--- src/rtl/adc_asm_pkg.sv ---
package adc_asm_pkg;

    typedef enum logic [1:0] {
        ST_IDLE  = 2'd0,
        ST_RUN   = 2'd1,
        ST_FAULT = 2'd2
    } asm_state_e;

    // number of leading '1' frame slots inside one lane sample slot
    function automatic int frame_high_slots(input int lane_bits);
        return (lane_bits + 1) / 2;
    endfunction

endpackage

--- src/rtl/asm_phase_ctr.sv ---
// Tracks how many bits of the current sample each lane already holds.
module asm_phase_ctr #(
    parameter int LB    = 6,
    parameter int NIB_W = 4,
    parameter int FW    = $clog2(LB)
) (
    input  logic          clk,
    input  logic          rst_n,
    input  logic          clear_i,
    input  logic          step_i,
    output logic [FW-1:0] fill_o,
    output logic          done_o,
    output logic [FW-1:0] over_o
);

    logic [FW-1:0] fill_q;
    logic [FW:0]   sum;
    logic [FW:0]   over_full;

    assign sum       = {1'b0, fill_q} + (FW+1)'(NIB_W);
    assign done_o    = (sum >= (FW+1)'(LB));
    assign over_full = sum - (FW+1)'(LB);
    assign over_o    = over_full[FW-1:0];
    assign fill_o    = fill_q;

    always_ff @(posedge clk or negedge rst_n) begin
        if (!rst_n) begin
            fill_q <= '0;
        end else if (clear_i) begin
            fill_q <= '0;
        end else if (step_i) begin
            fill_q <= done_o ? over_full[FW-1:0] : sum[FW-1:0];
        end
    end

endmodule

--- src/rtl/asm_lane_packer.sv ---
// Joins the residue of one lane with its new nibble and splits off a finished lane share.
module asm_lane_packer #(
    parameter int LB    = 6,
    parameter int NIB_W = 4,
    parameter int FW    = $clog2(LB)
) (
    input  logic             clk,
    input  logic             rst_n,
    input  logic             clear_i,
    input  logic             step_i,
    input  logic             done_i,
    input  logic [FW-1:0]    over_i,
    input  logic [NIB_W-1:0] nib_i,
    output logic [LB-1:0]    word_o
);

    localparam int WW = LB + NIB_W;

    logic [LB-1:0] res_q;
    logic [WW-1:0] wide;
    logic [WW-1:0] shifted;
    logic [WW-1:0] keep_mask;
    logic [WW-1:0] kept;
    logic [LB-1:0] res_d;

    always_comb begin
        wide      = {res_q, nib_i};
        shifted   = wide >> over_i;
        keep_mask = (WW'(1) << over_i) - WW'(1);
        kept      = wide & keep_mask;
        word_o    = shifted[LB-1:0];
        res_d     = done_i ? kept[LB-1:0] : wide[LB-1:0];
    end

    always_ff @(posedge clk or negedge rst_n) begin
        if (!rst_n) begin
            res_q <= '0;
        end else if (clear_i) begin
            res_q <= '0;
        end else if (step_i) begin
            res_q <= res_d;
        end
    end

endmodule

--- src/rtl/asm_frame_check.sv ---
// Compares the frame nibble with the pattern expected at the current fill position.
module asm_frame_check
    import adc_asm_pkg::*;
#(
    parameter int LB    = 6,
    parameter int NIB_W = 4,
    parameter int FW    = $clog2(LB)
) (
    input  logic [FW-1:0]    fill_i,
    input  logic [NIB_W-1:0] frame_i,
    output logic             mismatch_o
);

    localparam int HI = frame_high_slots(LB);

    logic [NIB_W-1:0] expect_nib;

    for (genvar i = 0; i < NIB_W; i++) begin : g_slot
        logic [FW:0] slot_raw;
        logic [FW:0] slot;
        assign slot_raw = {1'b0, fill_i} + (FW+1)'(i);
        assign slot     = (slot_raw >= (FW+1)'(LB)) ? slot_raw - (FW+1)'(LB) : slot_raw;
        assign expect_nib[NIB_W-1-i] = (slot < (FW+1)'(HI));
    end

    assign mismatch_o = (frame_i != expect_nib);

endmodule

--- src/rtl/adc_word_assembler.sv ---
module adc_word_assembler
    import adc_asm_pkg::*;
#(
    parameter int SAMPLE_W = 12,
    parameter int LANES    = 2,
    parameter int NIB_W    = 4
) (
    input  logic                     clk,
    input  logic                     rst_n,
    input  logic                     en_i,
    input  logic [LANES*NIB_W-1:0]   data_nib_i,
    input  logic [NIB_W-1:0]         frame_nib_i,
    output logic [SAMPLE_W-1:0]      sample_o,
    output logic                     word_valid_o,
    output logic [NIB_W-1:0]         frame_cap_o,
    output logic                     frame_err_o
);

    localparam int LB = SAMPLE_W / LANES;
    localparam int FW = $clog2(LB);

    asm_state_e state_q, state_d;

    logic          check_en, bad_frame, step, clear_fill;
    logic [FW-1:0] fill, over;
    logic          done;
    logic          mismatch;
    logic [LB-1:0] lane_word [LANES];
    logic [SAMPLE_W-1:0] asm_word;

    // control qualifiers
    always_comb begin
        check_en   = (state_q == ST_RUN) && en_i;
        bad_frame  = check_en && mismatch;
        step       = check_en && !mismatch;
        clear_fill = (state_q != ST_RUN);
    end

    asm_phase_ctr #(.LB(LB), .NIB_W(NIB_W), .FW(FW)) u_phase (
        .clk     (clk),
        .rst_n   (rst_n),
        .clear_i (clear_fill),
        .step_i  (step),
        .fill_o  (fill),
        .done_o  (done),
        .over_o  (over)
    );

    asm_frame_check #(.LB(LB), .NIB_W(NIB_W), .FW(FW)) u_frame (
        .fill_i     (fill),
        .frame_i    (frame_nib_i),
        .mismatch_o (mismatch)
    );

    for (genvar g = 0; g < LANES; g++) begin : g_lane
        asm_lane_packer #(.LB(LB), .NIB_W(NIB_W), .FW(FW)) u_pack (
            .clk     (clk),
            .rst_n   (rst_n),
            .clear_i (clear_fill),
            .step_i  (step),
            .done_i  (done),
            .over_i  (over),
            .nib_i   (data_nib_i[g*NIB_W +: NIB_W]),
            .word_o  (lane_word[g])
        );
    end

    // lane 0 supplies the most significant share
    always_comb begin
        asm_word = '0;
        for (int l = 0; l < LANES; l++) begin
            asm_word[SAMPLE_W-1-l*LB -: LB] = lane_word[l];
        end
    end

    // next state
    always_comb begin
        state_d = state_q;
        unique case (state_q)
            ST_IDLE:  state_d = en_i ? ST_RUN : ST_IDLE;
            ST_RUN:   begin
                if (!en_i)          state_d = ST_IDLE;
                else if (bad_frame) state_d = ST_FAULT;
                else                state_d = ST_RUN;
            end
            ST_FAULT: state_d = en_i ? ST_FAULT : ST_IDLE;
            default:  state_d = ST_IDLE;
        endcase
    end

    // state register
    always_ff @(posedge clk or negedge rst_n) begin
        if (!rst_n) state_q <= ST_IDLE;
        else        state_q <= state_d;
    end

    // registered outputs
    always_ff @(posedge clk or negedge rst_n) begin
        if (!rst_n) begin
            sample_o     <= '0;
            word_valid_o <= 1'b0;
            frame_cap_o  <= '0;
            frame_err_o  <= 1'b0;
        end else begin
            word_valid_o <= step && done;
            if (step && done) sample_o <= asm_word;
            frame_err_o  <= (state_d == ST_FAULT);
            frame_cap_o  <= frame_nib_i;
        end
    end

endmodule

--- config.mk ---
export PLATFORM = sky130hd
export DESIGN_NAME = adc_word_assembler
export DESIGN_NICKNAME = d
export VERILOG_FILES = /design/src/rtl/adc_asm_pkg.sv /design/src/rtl/asm_phase_ctr.sv /design/src/rtl/asm_lane_packer.sv /design/src/rtl/asm_frame_check.sv /design/src/rtl/adc_word_assembler.sv
export SDC_FILE = /design/constraint.sdc
export NUM_CORES = 1
export LEC_CHECK = 0
export ABC_AREA = 1
export CORE_MARGIN = 2
export CORE_UTILIZATION = 26
export CTS_CLUSTER_DIAMETER = 40
export DETAILED_ROUTE_END_ITERATION = 12
export PLACE_DENSITY_LB_ADDON = 0.12
export RECOVER_POWER = 100
export SETUP_SLACK_MARGIN = 0.05
export SLEW_MARGIN = 20
export SYNTH_ARGS = -nofsm -noshare
export SYNTH_HDL_FRONTEND = slang
export SYNTH_HIERARCHICAL = 1
export SYNTH_SLANG_ARGS = --single-unit
--- constraint.sdc ---
create_clock -name clk -period 6.4 [get_ports clk]
set_clock_uncertainty 0.15 [all_clocks]
set_input_delay 1.6 -clock clk [delete_from_list [all_inputs] [get_ports clk]]
set_output_delay 1.6 -clock clk [all_outputs]
set_load 0.01 [all_outputs]
---- After elaboration in Yosys (flattened, before gate mapping) ----
Cells that the tools add are included.
W data, S select, Z words.
storage, ports and cells
  register bits after elaboration ......... 35
  bits in latches ......................... 0
  RAM bits ................................ 0
  memory bits (read-only) ................. 0
  input port bits ......................... 15
  output and inout port bits .............. 18
  logic and storage cells ................. 62
  memories kept ........................... 0
operators by class
  add/subtract/negate cells ............... 10
  multiply operators ...................... 0
  divide/modulo/power cells ............... 0
  order comparisons ....................... 9
  equal/unequal tests ..................... 5
  shifts and indexed selects .............. 3
  muxes and demuxes ....................... 18
  bitwise logic cells ..................... 2
  reductions and logical operators ........ 7
operator list
  cell                   count
  $mux W6                6
  $shr A10 B3 Y6         2
  $ge A4 B3 Y1 const B   4
  $lt A4 B2 Y1 const B   4
  $mux W4                4
  $and A6 B6 Y6          2
  $sub A4 B3 Y4 const B  3
  $mux W3                3
  $add A3 B2 Y4 const B  2
  $mux W2                3
  $pmux W2 S3            1
  $shl A1 B3 Y6 const A  1
  $sub A6 B2 Y6 const B  1
  $add A3 B1 Y4 const B  1
  $add A3 B3 Y4 const B  1
  $eq A2 B2 Y1 const B   2
  $logic_and A1 B1 Y1    4
  $ne A4 B4 Y1           1
  $sub A3 B3 Y4 const B  1
  $ge A3 B3 Y1 const B   1
  $sub A3 B3 Y3 const B  1
  $eq A2 B1 Y1 const B   1
  $logic_not A2 Y1       1
  $ne A2 B1 Y1 const B   1
  other kinds (3)        3

---- Longest topological paths before layout ----
Gate-level depths: netlist of run 1.
  depth after elaboration ................. 10
  gate-level depth with buffers ........... 23
  mapped depth without buffers ............ 21

---- By module ----
Netlist of run 1, hierarchy kept.
by module, submodules not included
  module              times used  cells each  area an instance (µm²)
  asm_lane_packer     2           112         669.4
  adc_word_assembler  1           75          768.2
  asm_frame_check     1           63          320.3
  asm_phase_ctr       1           21          151.4

---- Least setup slack after synthesis of run 1 ----
OpenSTA, ideal clock, no wires.
  path type ............................... input -> register
  start point ............................. input port frame_nib_i[1]
  end point ............................... register g_lane[0].u_pack.res_q[2]
  library setup time ...................... 65 ps
  data arrival time ....................... 2766 ps
  required time ........................... 6185 ps
  path slack .............................. 3419 ps
  stages .................................. 15
  cell sequence ........................... inv_1 -> nand4_1 -> nand2_1 -> nor2_1 -> nand2_1 -> inv_1 -> nand2_1 -> nor2_4 -> buf_6 -> inv_1 -> nor2_1 -> inv_1 -> nor2_1 -> nand2_1 -> nand2_1
on the way
  word-level cells in the longest chain between the ends .. 4
RTL lines
  what                          RTL line                  text
  start, declared               adc_word_assembler.sv:12  input logic [NIB_W-1:0] frame_nib_i,
  $ne A4 B4 Y1                  asm_frame_check.sv:26     assign mismatch_o = (frame_i != expect_nib);
  via mismatch                  adc_word_assembler.sv:27  logic mismatch;
  $logic_not A1 Y1              adc_word_assembler.sv:35  step = check_en && !mismatch;
  $logic_and A1 B1 Y1           adc_word_assembler.sv:35
  via step                      adc_word_assembler.sv:24  logic check_en, bad_frame, step, clear_fill;
  $reduce_bool A2 Y1 (no line)  --
  end signal, assigned          asm_lane_packer.sv:41     res_q <= res_d;
  end, declared                 asm_lane_packer.sv:19     logic [LB-1:0] res_q;
The timed path passes the listed nets, and every way through them passes these cells.
A chain may end at the register's enable or synchronous reset.

---- Worst setup path after layout of run 1 ----
  start point ............................. input port frame_nib_i[1]
  end point ............................... register g_lane[0].u_pack.res_q[4]
on the way
  word-level cells in the longest chain between the ends .. 4
RTL lines
  what                          RTL line
  $ne A4 B4 Y1                  asm_frame_check.sv:26
  via mismatch                  adc_word_assembler.sv:27
  $logic_not A1 Y1              adc_word_assembler.sv:35
  $logic_and A1 B1 Y1           adc_word_assembler.sv:35
  $reduce_bool A2 Y1 (no line)  --
The timed path passes the listed nets, and every way through them passes these cells.

==> results.md, run 1 <==
* Post-CTS Setup Inserts at 0
* Vias per cell at about 4.4
* Via Count at 2,414
* Outcome: finished, violations left
* Pin count of the biggest net entering global routing at 41
* Unrepaired setup endpoints after global routing: no
* Top cells by area, synth: dfrtp_1 33%, nand2_1 19%, nand3_1 13%, inv_1 6.3%, ha_1 4.9%
* Synth-to-Final Area Change at 16.2%
* Power per cell area at 148 nW/um^2
* Int Pwr at 324 uW
* # resized after CTS at 0
* Htree depth at 2
* Peak VDD IR at roughly 0.070 mV
* Distinct cells, synth at 24
* WHS Path Cells at 2
* Top cell type's share of synthesized area at 0.330
* Fin worst setup slack at ~2.2 ns
* CTS max path bufs at 2
* Clock Power Share at 0.380
* Worst R2R Start: u_phase/fill_o[1]$_DFFE_PN0P_
* CTS tree: built
* Post-Syn Instances at 383
* Synth warn at 6
* Clk_lat worst skew at 0.29 ns
* Sequential share of the synthesized area at 0.330
* Area after DPL at between 2000 and 3000 sq um
* Total negative setup slack at 0 ns
* R2R cell count at 18
* Die Height at 104 um
* F_max at 241 MHz
* Fin crit share at 0.649
* Die Wd at 104 um
* Design Area, Final at around 3000 sq um
* Crit path cell chain: dlygate4sd3_1 -> inv_1 -> nand4_1 -> nand2_1 -> nor2_1 -> nand2_1 -> inv_1 -> nand2_1 -> nor2_1 -> inv_1 -> nor2_1 -> inv_1 -> nor2_1 -> nand2_1 -> nand2_1
* Placed insts at 535
* Max-Cap Viols at 1
* Endpoint class of the critical path: flip-flop
* Slew headroom at -0.327
* CP Class: primary input to flip-flop
* DRC viols at 0
* First-pass GRT wire length at between 10 and 15 mm
* Reg power frac at 0.499
* Switching Share at 0.267
* PnR Total Power at 443 uW
* Crit Path Max Fanout at 19
* Pleak at approximately 1.5 nW
* CP peak stage delay at between 0.8 and 0.9 ns
* Antenna violations before repair at 0
* Pre-CTS setup slack at roughly 2.5 ns
* Full die area at about 11,000 sq um
* FF+latch area at 851 sq um
* Wire per inst at around 12 um
* Req. time, crit path at 6.47 ns
* Slew @ Worst Pin at 1.99 ns
* # hold bufs at CTS at 0
* CTS Sinks at 34
* Critical-path top delay cell: nor2_1
* Failing checks: capacitance limit, slew limit
* Placer Congestion at approximately 0.84
* GRT Overall Usage at 0.127
* Final setup violation count at 0
* NetSw at ~120 uW
* Fin cells at 543
* Clock Pin Slew Worst Setup and Hold Paths at about 0.07 ns
* Final number of hold-violating endpoints at 0
* Min Clock Period, post-route at 4.15 ns
* Initial Util at 0.266
* CP startpoint kind: primary input
* Initial DRC count at between 150 and 200
* Fill count at ~1,100
* Final nets at between 400 and 500
* Count of pins over their slew limit at 35
* Clk root buf: clkbuf_8
* Netlist Area Pre-Place at approximately 2600 sq um
* Number of global-route vias before repair at ~2,300
* Routed Antenna Nets at 0
* # IOs at 33
* End of the worst register-to-register path: g_lane[0].u_pack/res_q[4]$_DFFE_PN0P_
* Routed WL at roughly 6.5 mm
* Mean area per synthesized cell at approximately 6.7 sq um
* Most frequent CP cell: nand2_1
* CTS buffer count at 5
* CP arrival at between 4 and 5 ns
* Reg2reg setup slack at ~2.9 ns
* Hpwl dp at roughly 4.8 mm
* IO Port Bufs at 32
* Ant. Diodes at 0
* Post-synth top area cell: dfrtp_1
* Combinational Power Share at 0.121
* Core ar. at about 9700 sq um
* Initial DRT Pass Iterations at 4
* Area of the multi-input gates at around 1400 sq um
* Worst Hold Endpoint: sample_o[7]$_DFFE_PN0P_
* Share of cells above drive strength 1 at 0.0707
* Hold Startpoint: sample_o[7]$_DFFE_PN0P_
* Global route overflow at 0
* Worst Hold Class: flip-flop to flip-flop
* Row Count at 36
* Register bit total from synthesis at 34
[power by group through the flow]
stage	sequential, mW	clock [mW]	combinational, mW
finish	0.221	0.168	0.0537
global route	0.221	0.187	0.0630
global placement	0.225	0	0.0559
CTS	0.221	0.180	0.0554
floorplan	0.226	0	0.0340
detailed placement	0.225	0	0.0554
[cells in the mapped netlist]
master,number
dfrtp_1,34
buf_8,2
buf_6,7
o211ai_1,5
nor2_4,1
a21oi_1,4
inv_2,9
o21ai_0,19
o211ai_2,4
nand3_1,67
conb_1,1
nand2_1,128
buf_4,6
nand4_1,8
o21ai_1,3
nand2_2,4
and2_1,1
inv_1,43
nand3_2,1
o21ai_2,1
nand3b_1,1
nor2_2,3
nor2_1,21
ha_1,10
[worst max path at each step]
stage / start / to / cells after the start
2_1_floorplan: frame_nib_i[1] / g_lane[0].u_pack/res_q[2]$_DFFE_PN0P_ / 15
3_3_place_gp: frame_nib_i[2] / g_lane[1].u_pack/res_q[4]$_DFFE_PN0P_ / 14
3_5_place_dp: frame_nib_i[1] / g_lane[1].u_pack/res_q[3]$_DFFE_PN0P_ / 13
4_1_cts: frame_nib_i[1] / g_lane[1].u_pack/res_q[3]$_DFFE_PN0P_ / 13
5_1_grt: frame_nib_i[1] / g_lane[1].u_pack/res_q[2]$_DFFE_PN0P_ / 15
6_report: frame_nib_i[1] / g_lane[0].u_pack/res_q[4]$_DFFE_PN0P_ / 15
[metal layers]
metal,part of all wire,GRT usage,up-vias
met5,0,0,-
met1,0.50,0.176,1069
met2,0.45,0.196,64
met4,0.0082,0.0396,0
met3,0.045,0.0289,4
li1,-,-,1277
[flip-flops by register name, indices dropped and copies added, names as in the netlist]
signal,flops
state_q,2
u_phase/fill_o,2
word_valid_o,1
frame_err_o,1
sample_o,12
frame_cap_o,4
g_lane.u_pack/res_q,12
[cell usage in the layout (no fill, tap or decap)]
| cell type | netlist | final |
|---|---|---|
| clkbuf_1 | 0 | 2 |
| nand2_1 | 128 | 128 |
| nand3_1 | 67 | 68 |
| o211ai_2 | 4 | 4 |
| nand2_2 | 4 | 4 |
| o21ai_0 | 19 | 19 |
| a21oi_1 | 4 | 4 |
| nand4_1 | 8 | 8 |
| o21ai_1 | 3 | 3 |
| inv_2 | 9 | 9 |
| buf_4 | 6 | 1 |
| o21ai_2 | 1 | 1 |
| nor2_2 | 3 | 3 |
| clkinv_2 | 0 | 1 |
| clkdlybuf4s50_1 | 0 | 9 |
| conb_1 | 1 | 2 |
| dfrtp_1 | 34 | 34 |
| inv_1 | 43 | 43 |
| nand3b_1 | 1 | 1 |
| clkbuf_8 | 0 | 6 |
| o211ai_1 | 5 | 5 |
| and2_0 | 0 | 1 |
| ha_1 | 10 | 10 |
| dlygate4sd3_1 | 0 | 22 |
| nor2_1 | 21 | 22 |
[worst max-delay path, delay by kind of cell]
| family | cells | cell delay (ns) |
|---|---|---|
| buf+inv | 5 | 0.86 |
| simple gates | 10 | 1.76 |
[final cells by class]
| type | count | share of cell area |
|---|---|---|
| multi-input cells | 283 | 0.457 |
| flip-flops and latches | 34 | 0.284 |
| repair buffers | 33 | 0.107 |
| inverters | 52 | 0.0652 |
| well taps | 133 | 0.0556 |
| clock buffers | 7 | 0.0288 |
| clock inverters | 1 | 0.00167 |
[metrics by stage]
| stage | utilization | hold slack (ns) |
|---|---|---|
| 2_1_floorplan | - | 0.321 |
| 3_3_place_gp | 0.301 | 0.306 |
| 3_5_place_dp | 0.301 | 0.309 |
| 4_1_cts | 0.311 | 0.328 |
| 5_1_grt | 0.309 | 0.339 |
| 6_report | 0.309 | 0.313 |
[cells by family after synthesis]
logic type / synth area share
flip-flops: 0.330
adder cells (fa/ha/maj): 0.0485
other: 0.00145
AO/OA/AOI/OAI: 0.0878
AND/OR/NAND/NOR: 0.397
buffers and inverters: 0.135
Note: power is estimated with default switching activity, not from simulation.
==> run 2: changes to the inputs <==
==> constraint.sdc (replaced) <==
create_clock -name clk -period 3.35 [get_ports clk]
set_clock_uncertainty 0.15 [all_clocks]
set_input_delay 0.8375 -clock clk [delete_from_list [all_inputs] [get_ports clk]]
set_output_delay 0.8375 -clock clk [all_outputs]
set_load 0.01 [all_outputs]
==> run 2 against run 1 <==
Against the previous run: the flow still finishes with violations (capacitance limit, slew limit); clock power grew 90%; combinational power grew 96%; sequential share of layout area shrank 0.28 points; critical path depth grew 3; routed wire length grew 1.2%; count of clock-buffer cells in the layout is the same; utilization grew 0.31 points; critical path type is now flip-flop to flip-flop; largest cell class unchanged; highest routed layer unchanged.
==> results.md, run 2 (synthesized netlist as in run 1, its figures left out) <==
* Outcome: finished, violations left (unchanged)
* Failing checks: capacitance limit, slew limit (unchanged)
* Pin count of the biggest net entering global routing at 41 (unchanged)
* Clk_lat worst skew at 0.29 ns (about the same)
* Final number of hold-violating endpoints at 0 (unchanged)
* Fin crit share at 0.837
* Peak VDD IR at 0.163 mV (was 0.0696 mV)
* Endpoint class of the critical path: flip-flop (unchanged)
* # IOs at 33 (unchanged)
* Clock Power Share at 0.377 (was 0.380)
* Post-CTS Setup Inserts at 0 (unchanged)
* Combinational Power Share at 0.124 (was 0.121)
* Routed WL at 6.56 mm (was 6.49 mm)
* Power per cell area at 279 nW/um^2 (was 148 nW/um^2)
* Clock Pin Slew Worst Setup and Hold Paths at 0.07 ns (about the same)
* Die Height at 104 um (unchanged)
* Clk root buf: clkbuf_8 (unchanged)
* Routed Antenna Nets at 0 (unchanged)
* Max-Cap Viols at 1 (unchanged)
* CP Class: flip-flop to flip-flop (was primary input to flip-flop)
* Initial DRT Pass Iterations at 5 (was 4)
* Top Registers: g_lane.u_pack/res_q: 12 flops, sample_o: 12 flops, frame_cap_o: 4 flops (unchanged)
* GR peak layer: met2 (unchanged)
* First-pass GRT wire length at 11.3 mm (was 11.2 mm)
* Global routing met2 resource utilization at 0.204 (was 0.196)
* Final nets at 437 (was 434)
* Antenna violations before repair at 0 (unchanged)
* Ant. Diodes at 0 (unchanged)
* Unrepaired setup endpoints after global routing: no (unchanged)
* Global route overflow at 0 (unchanged)
* Vias per cell at 4.56 (was 4.45)
* CTS tree: built (unchanged)
* Crit Path Max Fanout at 10 (was 19)
* CP arrival at 2.87 ns (was 4.22 ns)
* Htree depth at 2 (unchanged)
* IO Port Bufs at 32 (unchanged)
* CTS buffer count at 5 (unchanged)
* CTS Sinks at 34 (unchanged)
* Final setup violation count at 0 (unchanged)
* PnR Total Power at 845 uW (was 443 uW)
* Wire per inst at 12.0 um (was 11.9 um)
* GRT Overall Usage at 0.129 (was 0.127)
* Initial DRC count at 145 (was 180)
* Pleak at 1.49 nW (was 1.48 nW)
* Worst Hold Class: flip-flop to flip-flop (unchanged)
* Hpwl dp at 4.88 mm (was 4.78 mm)
* Reg power frac at 0.499 (about the same)
* Switching Share at 0.266 (was 0.267)
* CP startpoint kind: flip-flop (was primary input)
* Synth-to-Final Area Change at 17.3% (was 16.2%)
* Slew @ Worst Pin at 2.00 ns (was 1.99 ns)
* Number of global-route vias before repair at 2,349 (was 2,332)
* Commonest non-fill, non-tap cell in the layout: nand2_1 (unchanged)
* Hold slack at 0.314 ns (was 0.313 ns)
* Int Pwr at 620 uW (was 324 uW)
* Grt met3 use at 0.0277 (was 0.0289)
* Placer Congestion at 0.832 (was 0.843)
* Met1 Use GR at 0.176 (about the same)
* Most frequent cells in the layout: 128 x nand2_1, 68 x nand3_1, 43 x inv_1 (unchanged)
* Row Count at 36 (unchanged)
* Initial Util at 0.266 (unchanged)
* Req. time, crit path at 3.42 ns (was 6.47 ns)
* Core ar. at 9680 sq um (unchanged)
* # hold bufs at CTS at 0 (unchanged)
* # resized after CTS at 0 (unchanged)
* Full die area at 10,700 sq um (unchanged)
* Total negative setup slack at 0 ns (unchanged)
* Die Wd at 104 um (unchanged)
* DRC viols at 0 (unchanged)
* Share of cells above drive strength 1 at 0.0799 (was 0.0707)
* F_max at between 300 and 400 MHz
* NetSw at 225 uW (was 118 uW)
* Min Clock Period, post-route at approximately 2.8 ns
* CTS max path bufs at 2 (unchanged)
* Via Count at 2,488 (was 2,414)
* Count of pins over their slew limit at 35 (unchanged)
* Slew headroom at -0.333 (was -0.327)
[run 2: changes by cell type in the layout (fill, tap and decap cells not counted)]
cell | before | now
nor2_4 | 0 | 1
buf_4 | 1 | 4
nor2_1 | 22 | 21
[run 2: worst paths after layout]
path	from	to	slack, ns	cells past startpoint
worst max-delay path	u_phase/fill_o[1]$_DFFE_PN0P_	g_lane[0].u_pack/res_q[4]$_DFFE_PN0P_	0.55	18
worst min-delay path	sample_o[8]$_DFFE_PN0P_	sample_o[8]$_DFFE_PN0P_	0.31	2
worst max register to register	u_phase/fill_o[1]$_DFFE_PN0P_	g_lane[0].u_pack/res_q[4]$_DFFE_PN0P_	0.55	18
worst min register to register	sample_o[8]$_DFFE_PN0P_	sample_o[8]$_DFFE_PN0P_	0.31	2
max in group asynchronous	rst_n	g_lane[0].u_pack/res_q[4]$_DFFE_PN0P_	0.94	1
min in group asynchronous	rst_n	frame_cap_o[1]$_DFF_PN0_	0.96	1
[run 2: layout make-up]
cell class	instances	area [sq um]
fillers	1085	6660
flip-flops and latches	34	851
multi-input cells	283	1380
clock buffers	7	86.3
repair buffers	36	344
clock inverters	1	5.00
well taps	133	166
inverters	52	195
[run 2: stage by stage]
step	instance area, sq um	setup slack, ns	util	instances
5_1_grt	3030	0.143	0.312	546
4_1_cts	3030	0.505	0.313	546
6_report	3030	0.547	0.312	546
3_3_place_gp	2940	0.405	0.304	538
2_1_floorplan	2580	0.885	-	384
3_5_place_dp	2940	0.364	0.304	538
[run 2: layer usage]
layer  part of all wire  up-vias
li1                   -     1285
met1               0.50     1146
met2               0.45       53
met3              0.043        4
met4             0.0079        0
met5                  0        -
[run 2: power by group through the flow]
stage	Sequential, mW	Combinational, mW	Clock (mW)
floorplan	0.431	0.0650	0
global placement	0.430	0.107	0
detailed placement	0.429	0.106	0
CTS	0.421	0.107	0.341
global route	0.422	0.119	0.356
finish	0.421	0.105	0.319
[run 2: worst max-delay path, stage by stage (launching register included)]
cell and delay (ns):
dfrtp_1 0.53, inv_1 0.14, ha_1 0.33, inv_1 0.09, a21oi_1 0.12, nand2_1 0.09
nand3b_1 0.09, nand2_1 0.06, nor2_1 0.09, nand2_1 0.09, inv_1 0.06, nand2_1 0.07
nor2_4 0.15, inv_1 0.06, nor2_1 0.30, inv_1 0.10, nor2_1 0.11, nand2_1 0.06
nand2_1 0.05
==> run 3: changes to the inputs <==
==> constraint.sdc (replaced) <==
create_clock -name clk -period 2.55 [get_ports clk]
set_clock_uncertainty 0.15 [all_clocks]
set_input_delay 0.6375 -clock clk [delete_from_list [all_inputs] [get_ports clk]]
set_output_delay 0.6375 -clock clk [all_outputs]
set_load 0.01 [all_outputs]
==> run 3 against run 2 <==
Against the previous run: the run now ends clean; non-clock buffer count rose by 13; total power is 44% higher; sequential share of layout area shrank 1.6 points; count of clock-buffer cells in the layout is 2 lower; critical endpoint is now g_lane[0].u_pack/res_q[0]$_DFFE_PN0P_; highest routed layer unchanged.
==> results.md, run 3 (synthesized netlist as in run 1, its figures left out) <==
* Outcome: complete, no violations (was finished, violations left)
* CP Class: primary input to flip-flop (was flip-flop to flip-flop)
* Via Count at 2,540 (was 2,488)
* Crit Path Max Fanout at 4 (was 10)
* Vias per cell at 4.54 (was 4.56)
* DRC viols at 0 (unchanged)
* Endpoint class of the critical path: flip-flop (unchanged)
* Top Registers: g_lane.u_pack/res_q: 12 flops, sample_o: 12 flops, frame_cap_o: 4 flops (unchanged)
* Critical-path top delay cell: dlygate4sd3_1 (was dfrtp_1)
* Switching Share at 0.266 (about the same)
* Die Wd at 104 um (unchanged)
* Largest delay share family, worst path: buffers and inverters (was simple AND/OR/NAND/NOR gates)
* Full die area at 10,700 sq um (unchanged)
* F_max at about 430 MHz
* Routed Antenna Nets at 0 (unchanged)
* Final nets at 450 (was 437)
* Placer Congestion at 0.830 (was 0.832)
* Clock Pin Slew Worst Setup and Hold Paths at 0.08 ns (was 0.07 ns)
* Clk root buf: clkbuf_8 (unchanged)
* Share of cells above drive strength 1 at 0.141 (was 0.0799)
* Fin worst setup slack at 0.233 ns (was 0.547 ns)
* Global route overflow at 0 (unchanged)
* Initial DRT Pass Iterations at 4 (was 5)
* Core ar. at 9680 sq um (unchanged)
* Wire per inst at 12.3 um (was 12.0 um)
* Final setup violation count at 0 (unchanged)
* First-pass GRT wire length at 11.7 mm (was 11.3 mm)
* Min Clock Period, post-route at 2.32 ns
* Synth-to-Final Area Change at 24.6% (was 17.3%)
* Number of global-route vias before repair at 2,387 (was 2,349)
* IO Port Bufs at 32 (unchanged)
* Fin cells at 559 (was 546)
* Die Height at 104 um (unchanged)
* Slew @ Worst Pin at 1.31 ns (was 2.00 ns)
* Buf/Inv on CP at 5 (unchanged)
* CTS Sinks at 34 (unchanged)
* Initial Util at 0.266 (unchanged)
* Total negative setup slack at 0 ns (unchanged)
* # IOs at 33 (unchanged)
* Routed WL at 6.86 mm (was 6.56 mm)
* Power per cell area at 378 nW/um^2 (was 279 nW/um^2)
* CTS buffer count at 5 (unchanged)
* Placed insts at 550 (was 538)
* CTS max path bufs at 2 (unchanged)
* CP arrival at 2.37 ns (was 2.87 ns)
* Req. time, crit path at 2.60 ns (was 3.42 ns)
* Pleak at 1.57 nW (was 1.49 nW)
* Most frequent cells in the layout: 127 x nand2_1, 67 x nand3_1, 38 x inv_1 (was 128 x nand2_1, 68 x nand3_1, 43 x inv_1)
* Pin count of the biggest net entering global routing at 41 (unchanged)
* Worst Hold Class: flip-flop to flip-flop (unchanged)
* Hpwl dp at 5.14 mm (was 4.88 mm)
* Count of pins over their slew limit at 0 (was 35)
* Row Count at 36 (unchanged)
* Pre-CTS setup slack at -0.0951 ns (was 0.364 ns)
* Most frequent CP cell: inv_1 (was nand2_1)
* Int Pwr at 891 uW (was 620 uW)
* Crit path cell chain: dlygate4sd3_1 -> inv_1 -> nand3_1 -> nand2_1 -> nor2_2 -> nand2_1 -> inv_1 -> nand2_2 -> nor2_4 -> inv_1 -> nor2_4 -> buf_4 -> nand3_1 -> o21ai_0 (was inv_1 -> ha_1 -> inv_1 -> a21oi_1 -> nand2_1 -> nand3b_1 -> nand2_1 -> nor2_1 -> nand2_1 -> inv_1 -> nand2_1 -> nor2_4 -> inv_1 -> nor2_1 -> inv_1 -> nor2_1 -> nand2_1 -> nand2_1)
* Final Util at 0.332 (was 0.312)
* Htree depth at 2 (unchanged)
* Hold slack at 0.318 ns (was 0.314 ns)
* Max-Cap Viols at 0 (was 1)
* Initial DRC count at 215 (was 145)
* Final number of hold-violating endpoints at 0 (unchanged)
* Slew headroom at 0.126 (was -0.333)
* Clock Power Share at 0.419 (was 0.377)
* Ant. Diodes at 0 (unchanged)
* Peak VDD IR at 0.191 mV (was 0.163 mV)
* # hold bufs at CTS at 0 (unchanged)
* Antenna violations before repair at 0 (unchanged)
* CP startpoint kind: primary input (was flip-flop)
* GRT Overall Usage at 0.133 (was 0.129)
* CP peak stage delay at 0.57 ns (was 0.53 ns)
* Fin crit share at 0.909
* Combinational Power Share at 0.126 (was 0.124)
* CTS tree: built (unchanged)
* Reg power frac at 0.456 (was 0.499)
* Commonest non-fill, non-tap cell in the layout: nand2_1 (unchanged)
* Clk_lat worst skew at 0.29 ns (about the same)
* NetSw at 323 uW (was 225 uW)
* Unrepaired setup endpoints after global routing: yes (was no)
## run 3: cell count changes in the layout (fill, tap and decap cells not counted), sizes merged
| cell | previous run | this run |
|---|---|---|
| clkbuf | 8 | 9 |
| bufinv | 0 | 1 |
| clkinv | 1 | 2 |
| buf | 4 | 14 |
## run 3: final cells by class
class                      count  area, sq um
clock inverter                 3         40.0
multi-input combinational    283         1440
clock buffer                   5         68.8
tap                          133          166
fill                        1065         6470
sequential                    34          851
inverter                      52          195
timing repair buffer          49          454
## run 3: power groups by stage
| stage | clock, mW | combinational (mW) | sequential (mW) |
|---|---|---|---|
| CTS | 0.531 | 0.145 | 0.554 |
| global route | 0.552 | 0.173 | 0.555 |
| floorplan | 0 | 0.0854 | 0.567 |
| finish | 0.508 | 0.153 | 0.553 |
| global placement | 0 | 0.144 | 0.564 |
| detailed placement | 0 | 0.144 | 0.564 |
## run 3: worst paths after layout
path	start	endpoint	slack (ns)	depth (start not counted)
worst max-delay path	frame_nib_i[0]	g_lane[0].u_pack/res_q[0]$_DFFE_PN0P_	0.23	14
worst min-delay path	sample_o[6]$_DFFE_PN0P_	sample_o[6]$_DFFE_PN0P_	0.32	2
worst max register to register	u_phase/fill_o[1]$_DFFE_PN0P_	g_lane[0].u_pack/res_q[0]$_DFFE_PN0P_	0.24	18
worst min register to register	sample_o[6]$_DFFE_PN0P_	sample_o[6]$_DFFE_PN0P_	0.32	2
max in group asynchronous	rst_n	g_lane[1].u_pack/res_q[3]$_DFFE_PN0P_	0.81	2
min in group asynchronous	rst_n	sample_o[8]$_DFFE_PN0P_	0.46	1
## run 3: metal layers
layer | part of all wire | global-route usage | wire length [um] | vias to the layer above
met5 | 0 | 0 | 0 | -
met4 | 0.018 | 0.0473 | 121 | 0
met3 | 0.046 | 0.0271 | 313 | 13
met2 | 0.45 | 0.206 | 3060 | 62
met1 | 0.49 | 0.184 | 3370 | 1150
li1 | - | - | - | 1315
## run 3: timing repair
item                       CTS  global route
setup endpoints to repair    0            13
resized for setup            0            22
buffers inserted             0             1
## run 3: stage by stage
stage / cell area (sq um) / power (mW)
finish: 3210 / 1.21
global route: 3210 / 1.28
detailed placement: 3040 / 0.708
floorplan: 2580 / 0.652
global placement: 3040 / 0.708
CTS: 3150 / 1.23
## run 3: worst register-to-register path, stage by stage, from the launching register on
cell and delay (ns):
dfrtp_1 0.40, inv_2 0.12, ha_4 0.23, nand3_1 0.08, nand2_1 0.06, inv_2 0.05, nand2_1 0.04, nand2_1 0.05
nand2_1 0.07, nor2_2 0.13, nand2_1 0.08, inv_1 0.07, nand2_2 0.06, nor2_4 0.16, inv_1 0.09, nor2_4 0.12
buf_4 0.13, nand3_1 0.06, o21ai_0 0.08
